--- config.mk ---
export PLATFORM = sky130hd
export DESIGN_NAME = hdm_decoder_regs
export DESIGN_NICKNAME = d
export VERILOG_FILES = /design/src/rtl/hdm_pkg.sv /design/src/rtl/hdm_ctrl.sv /design/src/rtl/hdm_datapath.sv /design/src/rtl/hdm_decoder_regs.sv
export SDC_FILE = /design/constraint.sdc
export NUM_CORES = 2
export LEC_CHECK = 0
export ABC_AREA = 1
export BUFFER_PORTS_ARGS = -buffer_cell sky130_fd_sc_hd__buf_4
export CORE_AREA = 2 2 428 430
export DETAILED_ROUTE_END_ITERATION = 16
export DIE_AREA = 0 0 430 432
export PLACE_DENSITY = 0.51
export SYNTH_ARGS = -nofsm -noshare
export SYNTH_HDL_FRONTEND = slang
export SYNTH_SLANG_ARGS = --single-unit
--- constraint.sdc ---
create_clock -name clk -period 4.9 [get_ports clk]
set_clock_uncertainty 0.15 [all_clocks]
set_input_delay 0.98 -clock clk [delete_from_list [all_inputs] [get_ports clk]]
set_output_delay 0.98 -clock clk [all_outputs]
set_load 0.02 [all_outputs]
--- src/rtl/hdm_pkg.sv ---
package hdm_pkg;

  localparam int CTL_GRAIN_LSB = 0;
  localparam int CTL_WAYS_LSB  = 4;
  localparam int CTL_LOCK      = 8;
  localparam int CTL_COMMIT    = 9;
  localparam int CTL_DONE      = 10;
  localparam int CTL_FAIL      = 11;
  localparam int CTL_TYPE      = 12;

  // Per-decoder strobes from control to datapath
  typedef struct packed {
    logic wrBaseLo;
    logic wrBaseHi;
    logic wrSizeLo;
    logic wrSizeHi;
    logic wrCtrl;
    logic evalNow;
    logic dropCommit;
  } decStrobe_t;

  function automatic logic grainLegal(input logic [3:0] g);
    return g <= 4'd6;
  endfunction

  function automatic logic waysLegal(input logic [3:0] w);
    return (w <= 4'd4) || (w >= 4'd8 && w <= 4'd10);
  endfunction

  function automatic logic [31:0] grainBytes(input logic [3:0] g);
    return grainLegal(g) ? (32'd256 << g) : 32'd0;
  endfunction

  function automatic logic [4:0] wayCount(input logic [3:0] w);
    logic [4:0] r;
    if (w <= 4'd4)                   r = 5'd1 << w;
    else if (w >= 4'd8 && w <= 4'd10) r = 5'd3 << (w - 4'd8);
    else                             r = 5'd0;
    return r;
  endfunction

endpackage

--- src/rtl/hdm_ctrl.sv ---
module hdm_ctrl
  import hdm_pkg::*;
#(
  parameter int NUM_DEC = 4,
  parameter int ADDR_W  = 8
) (
  input  logic               clk,
  input  logic               rstN,
  input  logic               wrEn,
  input  logic [ADDR_W-1:0]  addr,
  input  logic               commitReqBit,
  input  logic [NUM_DEC-1:0] commitBit,
  input  logic [NUM_DEC-1:0] locked,
  output decStrobe_t         strobes [NUM_DEC],
  output logic               globWr
);

  localparam int STRIDE   = 32;
  localparam int FIRST_OF = 16;

  logic [NUM_DEC-1:0] evalQ;

  assign globWr = wrEn && (addr == ADDR_W'(4));

  for (genvar i = 0; i < NUM_DEC; i++) begin : g_dec
    localparam int OFF = STRIDE * i + FIRST_OF;
    logic sel;
    logic hitCtrl;
    logic armHit;

    assign sel     = wrEn && !locked[i];
    assign hitCtrl = addr == ADDR_W'(OFF + 16);
    assign armHit  = sel && hitCtrl && commitReqBit && !commitBit[i];

    always_comb begin
      strobes[i].wrBaseLo   = sel && (addr == ADDR_W'(OFF));
      strobes[i].wrBaseHi   = sel && (addr == ADDR_W'(OFF + 4));
      strobes[i].wrSizeLo   = sel && (addr == ADDR_W'(OFF + 8));
      strobes[i].wrSizeHi   = sel && (addr == ADDR_W'(OFF + 12));
      strobes[i].wrCtrl     = sel && hitCtrl;
      strobes[i].evalNow    = evalQ[i];
      strobes[i].dropCommit = sel && hitCtrl && !commitReqBit;
    end

    always_ff @(posedge clk or negedge rstN) begin
      if (!rstN) evalQ[i] <= 1'b0;
      else       evalQ[i] <= armHit;
    end


    eval_needs_commit_chk: assert property (@(posedge clk) disable iff (!rstN)
      evalQ[i] |-> commitBit[i]);
  end

endmodule

--- src/rtl/hdm_datapath.sv ---
module hdm_datapath
  import hdm_pkg::*;
#(
  parameter int NUM_DEC    = 4,
  parameter int ADDR_W     = 8,
  parameter int TGT_CNT    = 1,
  parameter bit SUP_LOW_IG = 1'b1,
  parameter bit SUP_HI_IG  = 1'b0,
  parameter int ALIGN_BITS = 28
) (
  input  logic                  clk,
  input  logic                  rstN,
  input  decStrobe_t            strobes [NUM_DEC],
  input  logic                  globWr,
  input  logic [31:0]           wrData,
  input  logic [ADDR_W-1:0]     addr,
  output logic [31:0]           rdData,
  output logic [NUM_DEC-1:0]    commitBit,
  output logic [NUM_DEC-1:0]    locked,
  output logic [NUM_DEC-1:0]    decCommitted,
  output logic [NUM_DEC*64-1:0] decBase,
  output logic [NUM_DEC*64-1:0] decSize,
  output logic [NUM_DEC*32-1:0] decGranBytes,
  output logic [NUM_DEC*5-1:0]  decWays
);

  localparam logic [3:0] CNT_CODE = (NUM_DEC == 1) ? 4'd0 : 4'(NUM_DEC / 2);
  localparam logic [31:0] CAP_WORD =
    {22'd0, SUP_HI_IG, SUP_LOW_IG, 4'(TGT_CNT), CNT_CODE};

  logic [63:0] baseReg [NUM_DEC];
  logic [63:0] sizeReg [NUM_DEC];
  logic [3:0]  grainCode [NUM_DEC];
  logic [3:0]  waysCode [NUM_DEC];
  logic [NUM_DEC-1:0] lockBit, commitReg, doneReg, failReg, typeBit, passAll;
  logic enableReg;

  always_ff @(posedge clk or negedge rstN) begin
    if (!rstN)       enableReg <= 1'b0;
    else if (globWr) enableReg <= wrData[1];
  end

  for (genvar i = 0; i < NUM_DEC; i++) begin : g_dec
    logic prevOk;
    logic aligned;

    if (i == 0) begin : g_first
      assign prevOk = 1'b1;
    end else begin : g_rest
      assign prevOk = doneReg[i-1] && (baseReg[i] >= baseReg[i-1] + sizeReg[i-1]);
    end

    assign aligned = (baseReg[i][ALIGN_BITS-1:0] == '0) &&
                     (sizeReg[i][ALIGN_BITS-1:0] == '0);
    assign passAll[i] = grainLegal(grainCode[i]) && waysLegal(waysCode[i]) &&
                        aligned && prevOk;

    always_ff @(posedge clk or negedge rstN) begin
      if (!rstN) begin
        baseReg[i]   <= '0;
        sizeReg[i]   <= '0;
        grainCode[i] <= '0;
        waysCode[i]  <= '0;
        lockBit[i]   <= 1'b0;
        commitReg[i] <= 1'b0;
        typeBit[i]   <= 1'b0;
        doneReg[i]   <= 1'b0;
        failReg[i]   <= 1'b0;
      end else begin
        if (strobes[i].wrBaseLo) baseReg[i][31:0]  <= wrData;
        if (strobes[i].wrBaseHi) baseReg[i][63:32] <= wrData;
        if (strobes[i].wrSizeLo) sizeReg[i][31:0]  <= wrData;
        if (strobes[i].wrSizeHi) sizeReg[i][63:32] <= wrData;
        if (strobes[i].wrCtrl) begin
          grainCode[i] <= wrData[CTL_GRAIN_LSB +: 4];
          waysCode[i]  <= wrData[CTL_WAYS_LSB +: 4];
          lockBit[i]   <= wrData[CTL_LOCK];
          commitReg[i] <= wrData[CTL_COMMIT];
          typeBit[i]   <= wrData[CTL_TYPE];
        end
        if (strobes[i].evalNow) begin
          doneReg[i] <= passAll[i];
          failReg[i] <= !passAll[i];
        end
        if (strobes[i].dropCommit) begin
          doneReg[i] <= 1'b0;
          failReg[i] <= 1'b0;
        end
      end
    end

    assign commitBit[i]    = commitReg[i];
    assign locked[i]       = lockBit[i] && doneReg[i];
    assign decCommitted[i] = doneReg[i];
    assign decBase[i*64 +: 64]      = doneReg[i] ? baseReg[i] : 64'd0;
    assign decSize[i*64 +: 64]      = doneReg[i] ? sizeReg[i] : 64'd0;
    assign decGranBytes[i*32 +: 32] = doneReg[i] ? grainBytes(grainCode[i]) : 32'd0;
    assign decWays[i*5 +: 5]        = doneReg[i] ? wayCount(waysCode[i]) : 5'd0;


    one_outcome_chk: assert property (@(posedge clk) disable iff (!rstN)
      !(doneReg[i] && failReg[i]));

    done_after_eval_chk: assert property (@(posedge clk) disable iff (!rstN)
      $rose(doneReg[i]) |-> $past(strobes[i].evalNow));

    done_aligned_chk: assert property (@(posedge clk) disable iff (!rstN)
      $rose(doneReg[i]) |-> $past(aligned));

    lock_freeze_chk: assert property (@(posedge clk) disable iff (!rstN)
      locked[i] |=> $stable(baseReg[i]) && $stable(sizeReg[i]) &&
                    $stable(grainCode[i]) && $stable(waysCode[i]) && doneReg[i]);
    if (i > 0) begin : g_order_chk

      order_chk: assert property (@(posedge clk) disable iff (!rstN)
        $rose(doneReg[i]) |-> $past(doneReg[i-1]));
    end
  end

  always_comb begin
    rdData = 32'd0;
    if (addr == ADDR_W'(0)) rdData = CAP_WORD;
    if (addr == ADDR_W'(4)) rdData = {30'd0, enableReg, 1'b0};
    for (int i = 0; i < NUM_DEC; i++) begin
      if (addr == ADDR_W'(32*i + 16)) rdData = baseReg[i][31:0];
      if (addr == ADDR_W'(32*i + 20)) rdData = baseReg[i][63:32];
      if (addr == ADDR_W'(32*i + 24)) rdData = sizeReg[i][31:0];
      if (addr == ADDR_W'(32*i + 28)) rdData = sizeReg[i][63:32];
      if (addr == ADDR_W'(32*i + 32))
        rdData = {19'd0, typeBit[i], failReg[i], doneReg[i], commitReg[i],
                  lockBit[i], waysCode[i], grainCode[i]};
    end
  end

endmodule

--- src/rtl/hdm_decoder_regs.sv ---
module hdm_decoder_regs
  import hdm_pkg::*;
#(
  parameter int NUM_DEC    = 4,
  parameter int ADDR_W     = 8,
  parameter int TGT_CNT    = 1,
  parameter bit SUP_LOW_IG = 1'b1,
  parameter bit SUP_HI_IG  = 1'b0
) (
  input  logic                  clk,
  input  logic                  rstN,
  input  logic                  wrEn,
  input  logic [ADDR_W-1:0]     addr,
  input  logic [31:0]           wrData,
  output logic [31:0]           rdData,
  output logic [NUM_DEC-1:0]    decCommitted,
  output logic [NUM_DEC*64-1:0] decBase,
  output logic [NUM_DEC*64-1:0] decSize,
  output logic [NUM_DEC*32-1:0] decGranBytes,
  output logic [NUM_DEC*5-1:0]  decWays
);

  decStrobe_t         strobes [NUM_DEC];
  logic               globWr;
  logic [NUM_DEC-1:0] commitBit;
  logic [NUM_DEC-1:0] locked;

  hdm_ctrl #(.NUM_DEC(NUM_DEC), .ADDR_W(ADDR_W)) i_ctrl (
    .clk(clk), .rstN(rstN), .wrEn(wrEn), .addr(addr),
    .commitReqBit(wrData[CTL_COMMIT]), .commitBit(commitBit), .locked(locked),
    .strobes(strobes), .globWr(globWr)
  );

  hdm_datapath #(
    .NUM_DEC(NUM_DEC), .ADDR_W(ADDR_W), .TGT_CNT(TGT_CNT),
    .SUP_LOW_IG(SUP_LOW_IG), .SUP_HI_IG(SUP_HI_IG)
  ) i_datapath (
    .clk(clk), .rstN(rstN), .strobes(strobes), .globWr(globWr),
    .wrData(wrData), .addr(addr), .rdData(rdData),
    .commitBit(commitBit), .locked(locked), .decCommitted(decCommitted),
    .decBase(decBase), .decSize(decSize), .decGranBytes(decGranBytes),
    .decWays(decWays)
  );

endmodule

==> results.py <==
metrics = {
    "die": {
        "fp.dieW_um": 430,
        "rows": 157,
        "io_pins": 739,
        "die_h_um": 432,
        "start_util_pct": 25.76,
        "coreArea_um2": 181700,
        "die_area_um2": 185800,
    },
    "power": {
        "p_seq_share_pct": 34.8,
        "power_leakage_nw": 35.23,
        "ir_drop_v": 0.0002276,
        "pwr-share-comb_pct": 26.1,
        "internal_power_mw": 9.741,
        "p_switching_mw": 5.180,
        "powerDensity_nw_per_um2": 235.0,
        "swShare_pct": 34.72,
        "power.total_mw": 14.92,
        "clock_power_share_pct": 39.0,
    },
    "drt": {
        "routed-via-count": 53862,
        "ant_nets": 0,
        "drt-vias-per-instance": 5.009,
        "wl_per_cell_um": 25.16,
        "drt_pre_antenna_iters": 6,
        "route.detailed.drc": 0,
        "drt_iter0_drc": 5477,
        "postRouteWirelength_mm": 270.6,
    },
    "clock_tree": {
        "cts_tree": "done",
        "cts-hold-fix-buffers": 0,
        "cts_max_path_buffers": 3,
        "cts-htree-levels": 3,
        "cts.sinks": 569,
        "clk_pin_slew_ps": 60,
        "cts_root_buffer": "clkbuf_16",
        "cts_buffers": 73,
        "clk_latency_ps": 680,
    },
    "worst_setup_path": {
        "crit_path_max_incr_delay_ps": 290,
        "required_ps": 3770,
        "critPathSlowestCell": "nand4_1",
        "path_max_fanout": 15,
        "crit_chain": "buf_4 > inv_1 > nand2_2 > buf_4 > nor2_4 > nand2_4 > buf_4 > nand3_1 > nand4_1 > o21ai_2 > nand4_1 > o21ai_1 > nand4_1 > o21ai_0 > nand4_1 > o21ai_0 > inv_1 > buf_4",
        "end_kind": "output pin",
        "crit_arrival_ps": 3760,
        "crit_type": "input port to output pin",
        "cp-start-kind": "input port",
    },
    "logic_synthesis": {
        "yosys_most_used_dff": "dfrtp_1",
        "synthArstFlopShare_pct": 100.0,
        "syn_avg_cell_area_um2": 6.713,
        "netlist_area_um2": 46800,
        "yosysSeqAreaShare_pct": 30.42,
        "synthCells": 6972,
        "yosysUniqueCellTypes": 65,
        "synth_edf_count": 0,
        "ys_seq_elements": 569,
        "yosysWarningCount": 0,
    },
    "cells_and_area": {
        "syn_to_final_growth_pct": 35.64,
        "finalInstanceArea_um2": 63490,
        "mostFrequentLayoutCells": "1,954 x nand2_1, 1,501 x buf_4, 1,024 x inv_1, 735 x o21ai_0, 565 x dfrtp_1",
        "drive_gt1_share_pct": 22.61,
        "final_common_cell": "nand2_1",
        "nets": 8752,
    },
    "outcome": {
        "status": "finished, final reports clean",
    },
    "run": {
        "max_cap_violations": 0,
    },
    "placed_design": {
        "portBuffers": 638,
        "routabilityCongestion": 1.016,
        "hpwl_mm": 222.0,
        "post-place-ws_ps": -491.2,
        "placed_area_um2": 60090,
    },
    "grt": {
        "grt_pass1_vias": 50650,
        "grt_max_degree": 137,
        "grt.total_usage_pct": 27.89,
        "grt.overflow.total": 0,
        "grt_pass1_wl_mm": 375.0,
        "antenna_found_initial": 4,
    },
    "timing": {
        "fin_ws_ps": 5.822,
        "max_freq_ghz": 0.2043,
        "tightest_slew_ps": 1270,
        "maxSlewViolCount": 0,
        "hold_viol_final": 0,
        "setup_violations": 0,
        "fin_crit_sh_pct": 99.88,
        "period_minus_slack_ps": 4894,
        "slew_headroom_pct": 15.03,
    },
    "hold_path": {
        "hold_path_class": "input port to asynchronous set/reset pin",
    },
}
[power by group through the flow]
stage                     Clock [mW]  Sequential (mW)  Combinational (mW)
after global placement             0             5.27                3.74
final                           5.82             5.20                3.90
after floorplan                    0             5.21                1.85
after global routing            6.07             5.22                4.19
after CTS                       5.90             5.19                3.79
after detailed placement           0             5.28                3.75
[routing by layer]
metal / part of all wire (%) / vias to the layer above / global-route usage [%]
met5: 0.0026 / - / 0
met2: 46 / 2186 / 45.20
met3: 5.2 / 498 / 2.315
li1: - / 25147 / -
met4: 6.7 / 2 / 16.54
met1: 42 / 26029 / 36.26
[sequential cells by signal, summed over array words and instances (netlist names)]
| register | flops |
|---|---|
| i_datapath.lockBit | 4 |
| i_datapath.sizeReg | 256 |
| i_datapath.decCommitted | 4 |
| i_datapath.grainCode | 16 |
| i_datapath.waysCode | 16 |
| i_ctrl.strobes | 4 |
| i_datapath.commitBit | 4 |
| i_datapath.failReg | 4 |
| i_datapath.baseReg | 256 |
| i_datapath.typeBit | 4 |
| i_datapath.enableReg | 1 |
[layout make-up]
type | instances | area (um2)
multi-input cells | 5094 | 28030
flip-flops and latches | 569 | 14250
inverters | 1042 | 3916
clock inverters | 26 | 374.1
well taps | 2385 | 2984
fillers | 19543 | 118200
repair buffers | 1529 | 11800
diodes | 3 | 7.507
clock buffers | 104 | 2126
[path summary, 6_finish.rpt]
path | start | to | slack (ps) | cells after the start
max in group asynchronous | rstN | i_datapath.sizeReg[59] | 3290 | 3
worst max register to register | i_datapath.sizeReg[155] | i_datapath.failReg[2] | 150 | 25
worst max-delay path | addr[0] | rdData[27] | 6 | 18
worst min-delay path | rstN | i_datapath.sizeReg[206] | 120 | 1
worst min register to register | i_datapath.commitBit[3] | i_ctrl.strobes[1] | 320 | 1
min in group clk | i_datapath.commitBit[3] | i_ctrl.strobes[1] | 320 | 1
[cells by family after synthesis]
family	Yosys count	share of synthesized area (%)
simple gates	2880	25.32
flops	569	30.42
xor+xnor	180	3.368
fa+ha+maj	400	10.74
compound gates	1534	17.89
buf+inv	1408	12.25
other cells	1	0.008012
[repair_timing]
action                                  4_1_cts  5_1_grt
gates resized for setup                      45      147
endpoints found under the setup margin       22       17
buffers inserted                              0       15
pin swaps                                    11       52
[per-stage QoR]
stage	hold slack [ps]	util (%)	setup TNS (ps)	std cells
after CTS	102.0	34.52	0	10735
after floorplan	280.6	-	0	7071
after global placement	310.8	33.07	-5649	10605
final	123.3	34.94	0	10752
after detailed placement	302.3	33.07	-4939	10605
after global routing	147.0	34.94	-142.9	10750
[cells in the mapped netlist, types with 4 or more instances]
master,number,share of area [%]
nand2_1,1982,16
inv_1,1028,8.2
o21ai_0,759,8.1
dfrtp_1,569,30
a21oi_1,470,5.0
nor2_1,416,3.3
ha_1,397,11
clkbuf_1,238,1.9
nand4_1,140,1.9
nand3_1,133,1.4
buf_4,105,1.7
xnor2_1,98,1.8
xor2_1,82,1.5
nor4_1,69,0.92
a31oi_1,68,0.91
nor3_1,68,0.73
o21ai_1,54,0.58
o21a_1,25,0.40
o211ai_1,20,0.32
buf_2,19,0.20
a21o_1,18,0.29
a21oi_2,18,0.34
a211oi_1,14,0.22
or2_2,14,0.19
inv_2,13,0.10
o21ai_2,13,0.24
o2111ai_1,11,0.21
o21bai_1,11,0.18
o221ai_1,11,0.21
and3_1,10,0.13
nor2_2,10,0.13
nand2_2,7,0.094
nand3b_1,7,0.11
o22ai_1,7,0.094
or4_1,6,0.096
a221oi_1,5,0.094
a21boi_0,4,0.064
a21boi_1,4,0.064
a21oi_4,4,0.14
buf_6,4,0.096
nand3_2,4,0.086
or2_0,4,0.053
[critical path: cells and delay by family]
| family | cells | cell delay [ps] |
|---|---|---|
| buf+inv | 6 | 820 |
| compound gates | 4 | 690 |
| simple gates | 8 | 1250 |
Note: power is estimated with default switching activity, not from simulation.
